### src/rtl/lpm_pkg.sv
package lpm_pkg;
  localparam int FIELD_W  = 12;
  localparam int NUM_CH   = 2;
  localparam int CH_L0S   = 0;
  localparam int CH_L1    = 1;
  localparam int CFG_W    = NUM_CH * FIELD_W;  // bits 23:0 writable
  localparam int REG_W    = 32;

  typedef struct packed {
    logic [NUM_CH-1:0] clr;
    logic [NUM_CH-1:0] inc;
  } strobe_t;
endpackage

### src/rtl/lpm_datapath.sv
module lpm_datapath
  import lpm_pkg::*;
#(
  parameter logic [FIELD_W-1:0] L0S_DEFAULT = 12'h7CE,
  parameter logic [FIELD_W-1:0] L1_DEFAULT  = 12'h14D
) (
  input  logic              clk,
  input  logic              rstN,
  input  logic              regWrEn,
  input  logic [REG_W-1:0]  regWrData,
  input  strobe_t           strb,
  output logic [REG_W-1:0]  regRdData,
  output logic [NUM_CH-1:0] nearThr
);
  localparam logic [CFG_W-1:0] CFG_RESET = {L1_DEFAULT, L0S_DEFAULT};

  logic [CFG_W-1:0] cfgQ;

  always_ff @(posedge clk) begin
    if (!rstN)        cfgQ <= CFG_RESET;
    else if (regWrEn) cfgQ <= regWrData[CFG_W-1:0];
  end

  assign regRdData = {{(REG_W-CFG_W){1'b0}}, cfgQ};

  for (genvar ch = 0; ch < NUM_CH; ch++) begin : g_chan
    logic [FIELD_W-1:0] thr;
    logic [FIELD_W-1:0] cntQ;
    logic [FIELD_W:0]   cntPlus;

    assign thr     = cfgQ[ch*FIELD_W +: FIELD_W];
    assign cntPlus = {1'b0, cntQ} + 1'b1;
    assign nearThr[ch] = (thr != '0) && (cntPlus == {1'b0, thr});

    always_ff @(posedge clk) begin
      if (!rstN || strb.clr[ch]) cntQ <= '0;
      else if (strb.inc[ch])     cntQ <= cntPlus[FIELD_W-1:0];
    end
  end
endmodule

### src/rtl/lpm_ctrl.sv
module lpm_ctrl
  import lpm_pkg::*;
(
  input  logic              clk,
  input  logic              rstN,
  input  logic [NUM_CH-1:0] runVec,
  input  logic [NUM_CH-1:0] nearThr,
  output strobe_t           strb,
  output logic [NUM_CH-1:0] reqVec
);
  logic [NUM_CH-1:0] doneQ;
  logic [NUM_CH-1:0] fire;

  always_comb begin
    strb.clr = ~runVec;
    strb.inc = runVec & ~doneQ;
    fire     = strb.inc & nearThr;
  end

  always_ff @(posedge clk) begin
    if (!rstN) begin
      doneQ  <= '0;
      reqVec <= '0;
    end else begin
      doneQ  <= (doneQ | fire) & runVec;
      reqVec <= fire;
    end
  end
endmodule

### src/rtl/link_pm_timer.sv
module link_pm_timer
  import lpm_pkg::*;
#(
  parameter int NUM_FUNC = 4,
  parameter logic [FIELD_W-1:0] L0S_DEFAULT = 12'h7CE,
  parameter logic [FIELD_W-1:0] L1_DEFAULT  = 12'h14D
) (
  input  logic                clk,
  input  logic                rstN,
  input  logic                regWrEn,
  input  logic [REG_W-1:0]    regWrData,
  output logic [REG_W-1:0]    regRdData,
  input  logic                linkIdle,
  input  logic                trafficPending,
  input  logic [NUM_FUNC-1:0] funcNonD0,
  output logic                l0sReq,
  output logic                l1Req
);
  strobe_t           strb;
  logic [NUM_CH-1:0] nearThr;
  logic [NUM_CH-1:0] runVec;
  logic [NUM_CH-1:0] reqVec;

  assign runVec[CH_L0S] = linkIdle & ~trafficPending;
  assign runVec[CH_L1]  = &funcNonD0;

  lpm_datapath #(.L0S_DEFAULT(L0S_DEFAULT), .L1_DEFAULT(L1_DEFAULT)) dp_i (
    .clk(clk), .rstN(rstN), .regWrEn(regWrEn), .regWrData(regWrData),
    .strb(strb), .regRdData(regRdData), .nearThr(nearThr)
  );

  lpm_ctrl ctl_i (
    .clk(clk), .rstN(rstN), .runVec(runVec), .nearThr(nearThr),
    .strb(strb), .reqVec(reqVec)
  );

  assign l0sReq = reqVec[CH_L0S];
  assign l1Req  = reqVec[CH_L1];
endmodule

### config.mk
export PLATFORM = sky130hd
export DESIGN_NAME = link_pm_timer
export DESIGN_NICKNAME = d
export VERILOG_FILES = /design/src/rtl/lpm_pkg.sv /design/src/rtl/lpm_datapath.sv /design/src/rtl/lpm_ctrl.sv /design/src/rtl/link_pm_timer.sv
export SDC_FILE = /design/constraint.sdc
export NUM_CORES = 1
export LEC_CHECK = 0
export ABC_CLOCK_PERIOD_IN_PS = 2500
export BUFFER_PORTS_ARGS = -buffer_cell sky130_fd_sc_hd__buf_2
export CORE_MARGIN = 10
export CORE_UTILIZATION = 42
export DETAILED_ROUTE_END_ITERATION = 6
export PLACE_DENSITY = 0.66
export SETUP_SLACK_MARGIN = 0.4
export SLEW_MARGIN = 10
export SYNTH_ARGS = -nofsm -noshare
export SYNTH_HDL_FRONTEND = slang
export SYNTH_HIERARCHICAL = 1
export SYNTH_SLANG_ARGS = --single-unit
### constraint.sdc
create_clock -name clk -period 2.5 [get_ports clk]
set_input_delay 0.375 -clock clk [delete_from_list [all_inputs] [get_ports clk]]
set_output_delay 0.375 -clock clk [all_outputs]
set_load 0.05 [all_outputs]
# ---- Word-level counts from Yosys, hierarchy flattened
# Index checks and enable logic that the tools add are counted.
dict set report totals {
  ff_bits 52
  input_bits 41
  out_inout_bits 34
  wordCells 25
}
dict set report op_classes {
  n_addsub 2
  eq_ne 2
  bitwise_logic 8
  n_reduce_logical 8
}
# op n
set ops {}
lappend ops {{adder 12 x 1 -> 13 bit, second input constant} 2}
lappend ops {{equality test 13 x 12 -> 1 bit} 2}
lappend ops {{nonzero test 12 bit} 2}
lappend ops {{bitwise AND 2 bit} 3}
lappend ops {{NOT 2 bit} 2}
lappend ops {{AND reduction 4 bit} 1}
lappend ops {{logical AND 1 bit} 2}
lappend ops {{logical OR 1 bit} 2}
lappend ops {{bitwise OR 2 bit} 1}
lappend ops {{bitwise AND 1 bit} 1}
lappend ops {{zero test 1 bit} 1}
lappend ops {{NOT 1 bit} 1}

# ---- Logic depth before layout (Yosys ltp)
dict set report depth {
  depth_word 6
  mapped_depth 8
  mapped_depth_nobuf 7
}

# ---- By module
# Netlist, hierarchy kept.
# mod instances cells_each area_each_um2 seq_area_each_um2
set modules_own_cells {}
lappend modules_own_cells {lpm_datapath 1 307 2677.6 960.9}
lappend modules_own_cells {lpm_ctrl 1 12 140.1 80.1}
lappend modules_own_cells {link_pm_timer 1 2 15.0 0.0}

# ---- Worst setup path before layout
# No wires, ideal clock.
dict set report synth_timing {
  path_type {register to register}
  startpoint {reg dp_i.cfgQ[6]}
  endpoint {reg ctl_i.reqVec[0]}
  setup_ps 61
  arrival_ps 2057
  required_ps 2439
  path_slack_ps 382
  stages_incl_launch_ff 7
  n_path_buf 0
  period_less_slack_ps 2118
  path_cell_list {dfxtp_1 xnor2_1 or3_1 a2111oi_2 nand4_1 a2111oi_2 and4b_1}
}
dict set report synth_via {
  elab_chain_cells 3
  elab_cells_between_ends 4
  classes_between {eq/ne: 1; bitwise: 1; reduce/logical: 2}
}
# item line_no
set synth_lines {}
lappend synth_lines {{from (decl)} lpm_datapath.sv:17} ;# logic [CFG_W-1:0] cfgQ;
lappend synth_lines {{from (signal assigned)} lpm_datapath.sv:21} ;# else if (regWrEn) cfgQ <= regWrData[CFG_W-1:0];
lappend synth_lines {{equality test 13 x 12 -> 1 bit / nonzero test 12 bit (equally long branches)} lpm_datapath.sv:33} ;# assign nearThr[ch] = (thr != '0) && (cntPlus == {1'b0, thr});
lappend synth_lines {{logical AND 1 bit *} lpm_datapath.sv:33}
lappend synth_lines {{net nearThr[0]} link_pm_timer.sv:20} ;# logic [NUM_CH-1:0] nearThr;
lappend synth_lines {{bitwise AND 2 bit *} lpm_ctrl.sv:17} ;# fire = strb.inc & nearThr;
lappend synth_lines {{to (signal assigned)} lpm_ctrl.sv:26} ;# reqVec <= fire;
lappend synth_lines {{to (decl)} lpm_ctrl.sv:9} ;# output logic [NUM_CH-1:0] reqVec
# The timed path passes the listed nets; every way through them passes the cells marked *.
# A chain may end at the register's enable or synchronous reset.

# ---- Worst setup path after layout
dict set report layout_timing {
  startpoint {reg dp_i.g_chan[0].cntQ[1]}
  endpoint {reg ctl_i.reqVec[0]}
}
dict set report layout_via {
  elab_chain_cells 4
}
# item line_no
set layout_lines {}
lappend layout_lines {{from (decl)} lpm_datapath.sv:28} ;# logic [FIELD_W-1:0] cntQ;
lappend layout_lines {{from (signal assigned)} lpm_datapath.sv:37} ;# else if (strb.inc[ch]) cntQ <= cntPlus[FIELD_W-1:0];
lappend layout_lines {{adder 12 x 1 -> 13 bit} lpm_datapath.sv:32} ;# assign cntPlus = {1'b0, cntQ} + 1'b1;
lappend layout_lines {{equality test 13 x 12 -> 1 bit} lpm_datapath.sv:33}
lappend layout_lines {{logical AND 1 bit} lpm_datapath.sv:33}
lappend layout_lines {{net nearThr[0]} link_pm_timer.sv:20}
lappend layout_lines {{bitwise AND 2 bit} lpm_ctrl.sv:17}
# The timed path passes the listed nets, and every way through them passes these cells.

==> metrics.cfg <==
[run_status]
status=complete, no violations

[synth]
ys.flop_type=dfxtp_1
avgSynthCellArea_um2=8.82
synth_cells=321
yosysTopAreaCell=dfxtp_1
synth_area_leaders=dfxtp_1 (37%), mux2i_1 (10%), xor2_1 (8.3%), xnor2_1 (6.5%), nand2_1 (4.1%)
synth_edf_count=0
async_flop_share_pct=0
synth_area_mm2=0.00283
ys_seq_area_share_pct=36.7
yosysTopAreaCellShare_pct=36.7
synth_warnings=6
yosysMostFrequentCell=dfxtp_1
ys_ff_latch=52
ys_top_cells_by_count=dfxtp_1 (52), nand2_1 (31), mux2i_1 (29)
synth_cell_types=43

[clock_tree]
cts_tree=done
root_buffer=clkbuf_8
cts.htree.levels=2
clockBufferDepth=2
postCtsHoldBufs=0
insertion_delay_ns=0.31
cts_buffers=5
cts.sinks=52
clk_transition_reported_paths_ns=0.09

[run]
cap_violations=0

[final_layout]
antennaDiodeCount=0
drive_gt1_share_pct=28.0
n_fill_cell=610
utilization_pct=53.7
stdcell_area_mm2=0.00347
final_nets=421
syn_to_final_growth_pct=22.3
finalNonFillerCells=456

[placement]
gp_congestion=0.827
hpwl_um=5260
post-place-ws_ns=0.160
placed_cell_area_mm2=0.00318
port_buffers=58
dp.cells=446

[route]
dr.first_iter.drc_count=81
drt-total-wl_um=7180
vias=2435
wl_per_cell_um=15.7
ant_nets=0
drt_pass1_iterations=4
drcViolationCount=0
avgViaCountPerCell=5.34

[timing]
fin_setup_tns_ns=0
layout_setup_ws_ns=0.464
finalCritPeriodShare_pct=81.4
layout_min_cycle_time_ns=2.04
slew_violations=0
max_freq_ghz=0.491
worst-slew-pin-transition_ns=0.753
rsz0062_at_grt=true
holdWs_ns=0.272
skew_ns=0.00871
setup_viol=0
relSlewSlack_pct=49.8
finalHoldViolCount=0

[setup_path]
critPathMaxFanout=3
arrival_ns=2.29
crit_type=reg -> reg
cp-start-kind=flip-flop
cp_data_required_time_ns=2.75
endpoint_kind=flip-flop

[pwr]
irDropWorstVdd_v=0.000304
swShare_pct=26.0
p_total_mw=1.94
power_density_mw_per_mm2=560
p_comb_share_pct=13.9
p_leak_nw=1.37
seqPwrFrac_pct=45.5
clockPowerShare_pct=40.6
switching_power_mw=0.503
internal_power_mw=1.44

[grt]
grt_max_degree=31
grt_overflow_total=0
antenna_found_initial=0
grt_pass1_vias=2452
grt_pass1_wl_um=12000
track_usage_pct=14.0

[floorplanning]
die_w_um=102
row_count=29
dieArea_mm2=0.0104
core_mm2=0.00646
die_h_um=102
pin_count=75
initial_core_util_pct=43.9

[min_path]
hold_path_class=in -> reg

cells in the final DEF, fill, tap and decap left out, types with 7 or more instances in the layout:
master   synthesis  routed
buf_4            8      10
nor2_1          27      27
nand3_1          7       7
dfxtp_1         52      41
nor4_1          10       8
nand4_1         13      13
nand2_1         31      30
buf_2            5      58
o21ai_0          7       7
mux2i_1         29      29
nor2b_1         15      15
xnor2_1         21      21
dfxtp_2          0       9
conb_1           1       8
xor2_1          27      27
sequential cells by signal, summed over array words and instances (netlist names):
name and flops:
dp_i/cfgQ 24, ctl_i/doneQ 2, ctl_i/reqVec 2, dp_i/g_chan.cntQ 24
power by group through the flow:
stage | Combinational (mW) | Sequential (mW) | Clock (mW)
final | 0.270 | 0.883 | 0.786
after global routing | 0.291 | 0.887 | 0.833
after CTS | 0.268 | 0.884 | 0.810
after detailed placement | 0.265 | 0.904 | 0
after global placement | 0.262 | 0.903 | 0
after floorplan | 0.127 | 0.974 | 0
kinds of logic after synthesis:
logic type	Yosys count	share of synthesized area, %
xor+xnor	48	14.8
compound gates	26	6.76
buf+inv	30	5.26
fa+ha+maj	2	0.883
flops	52	36.7
simple gates	132	24.7
mux	30	10.6
other cells	1	0.132
layout make-up:
cell class	instances	area, um^2	area share [%]
clock inverters	3	90.1	2.60
flip-flops and latches	52	1060	30.6
repair buffers	68	365	10.5
well taps	77	96.3	2.78
inverters	5	18.8	0.542
clock buffers	5	68.8	1.99
multi-input cells	246	1770	51.0
layer usage:
layer / up-vias / part of all wire, % / wire length (um) / track usage (%)
met5: - / 0 / 0 / 0
met4: 0 / 1.1 / 77 / 4.34
met3: 11 / 4.8 / 343 / 3.31
met2: 61 / 49 / 3520 / 23.5
met1: 1156 / 45 / 3240 / 17.4
li1: 1207 / - / - / -
critical path, cell delays in order, from the launching register on:
cell	delay, ns
dfxtp_4	0.37
ha_4	0.15
nand4_1	0.14
nor3_2	0.17
xor2_1	0.12
or3_4	0.39
a2111oi_4	0.40
and4b_1	0.23
path summary, 6_finish.rpt:
check / endpoint / slack, ns / cells past startpoint / start
setup reg to reg: ctl_i/reqVec[0]$_SDFF_PN0_ / 0.46 / 7 / dp_i/g_chan[0].cntQ[1]$_SDFFE_PP0P_
setup / recovery: ctl_i/reqVec[0]$_SDFF_PN0_ / 0.46 / 7 / dp_i/g_chan[0].cntQ[1]$_SDFFE_PP0P_
hold / removal: dp_i/cfgQ[2]$_SDFFE_PN1P_ / 0.27 / 3 / regWrData[2]
hold reg to reg: ctl_i/doneQ[0]$_SDFF_PN0_ / 0.53 / 1 / ctl_i/doneQ[0]$_SDFF_PN0_
what timing repair did:
action,4_1_cts,5_1_grt
pin swaps,8,8
buffers inserted,2,0
endpoints found under the setup margin,4,4
resized for setup,13,13
cloned,0,0
Note: power is estimated with default switching activity, not from simulation.
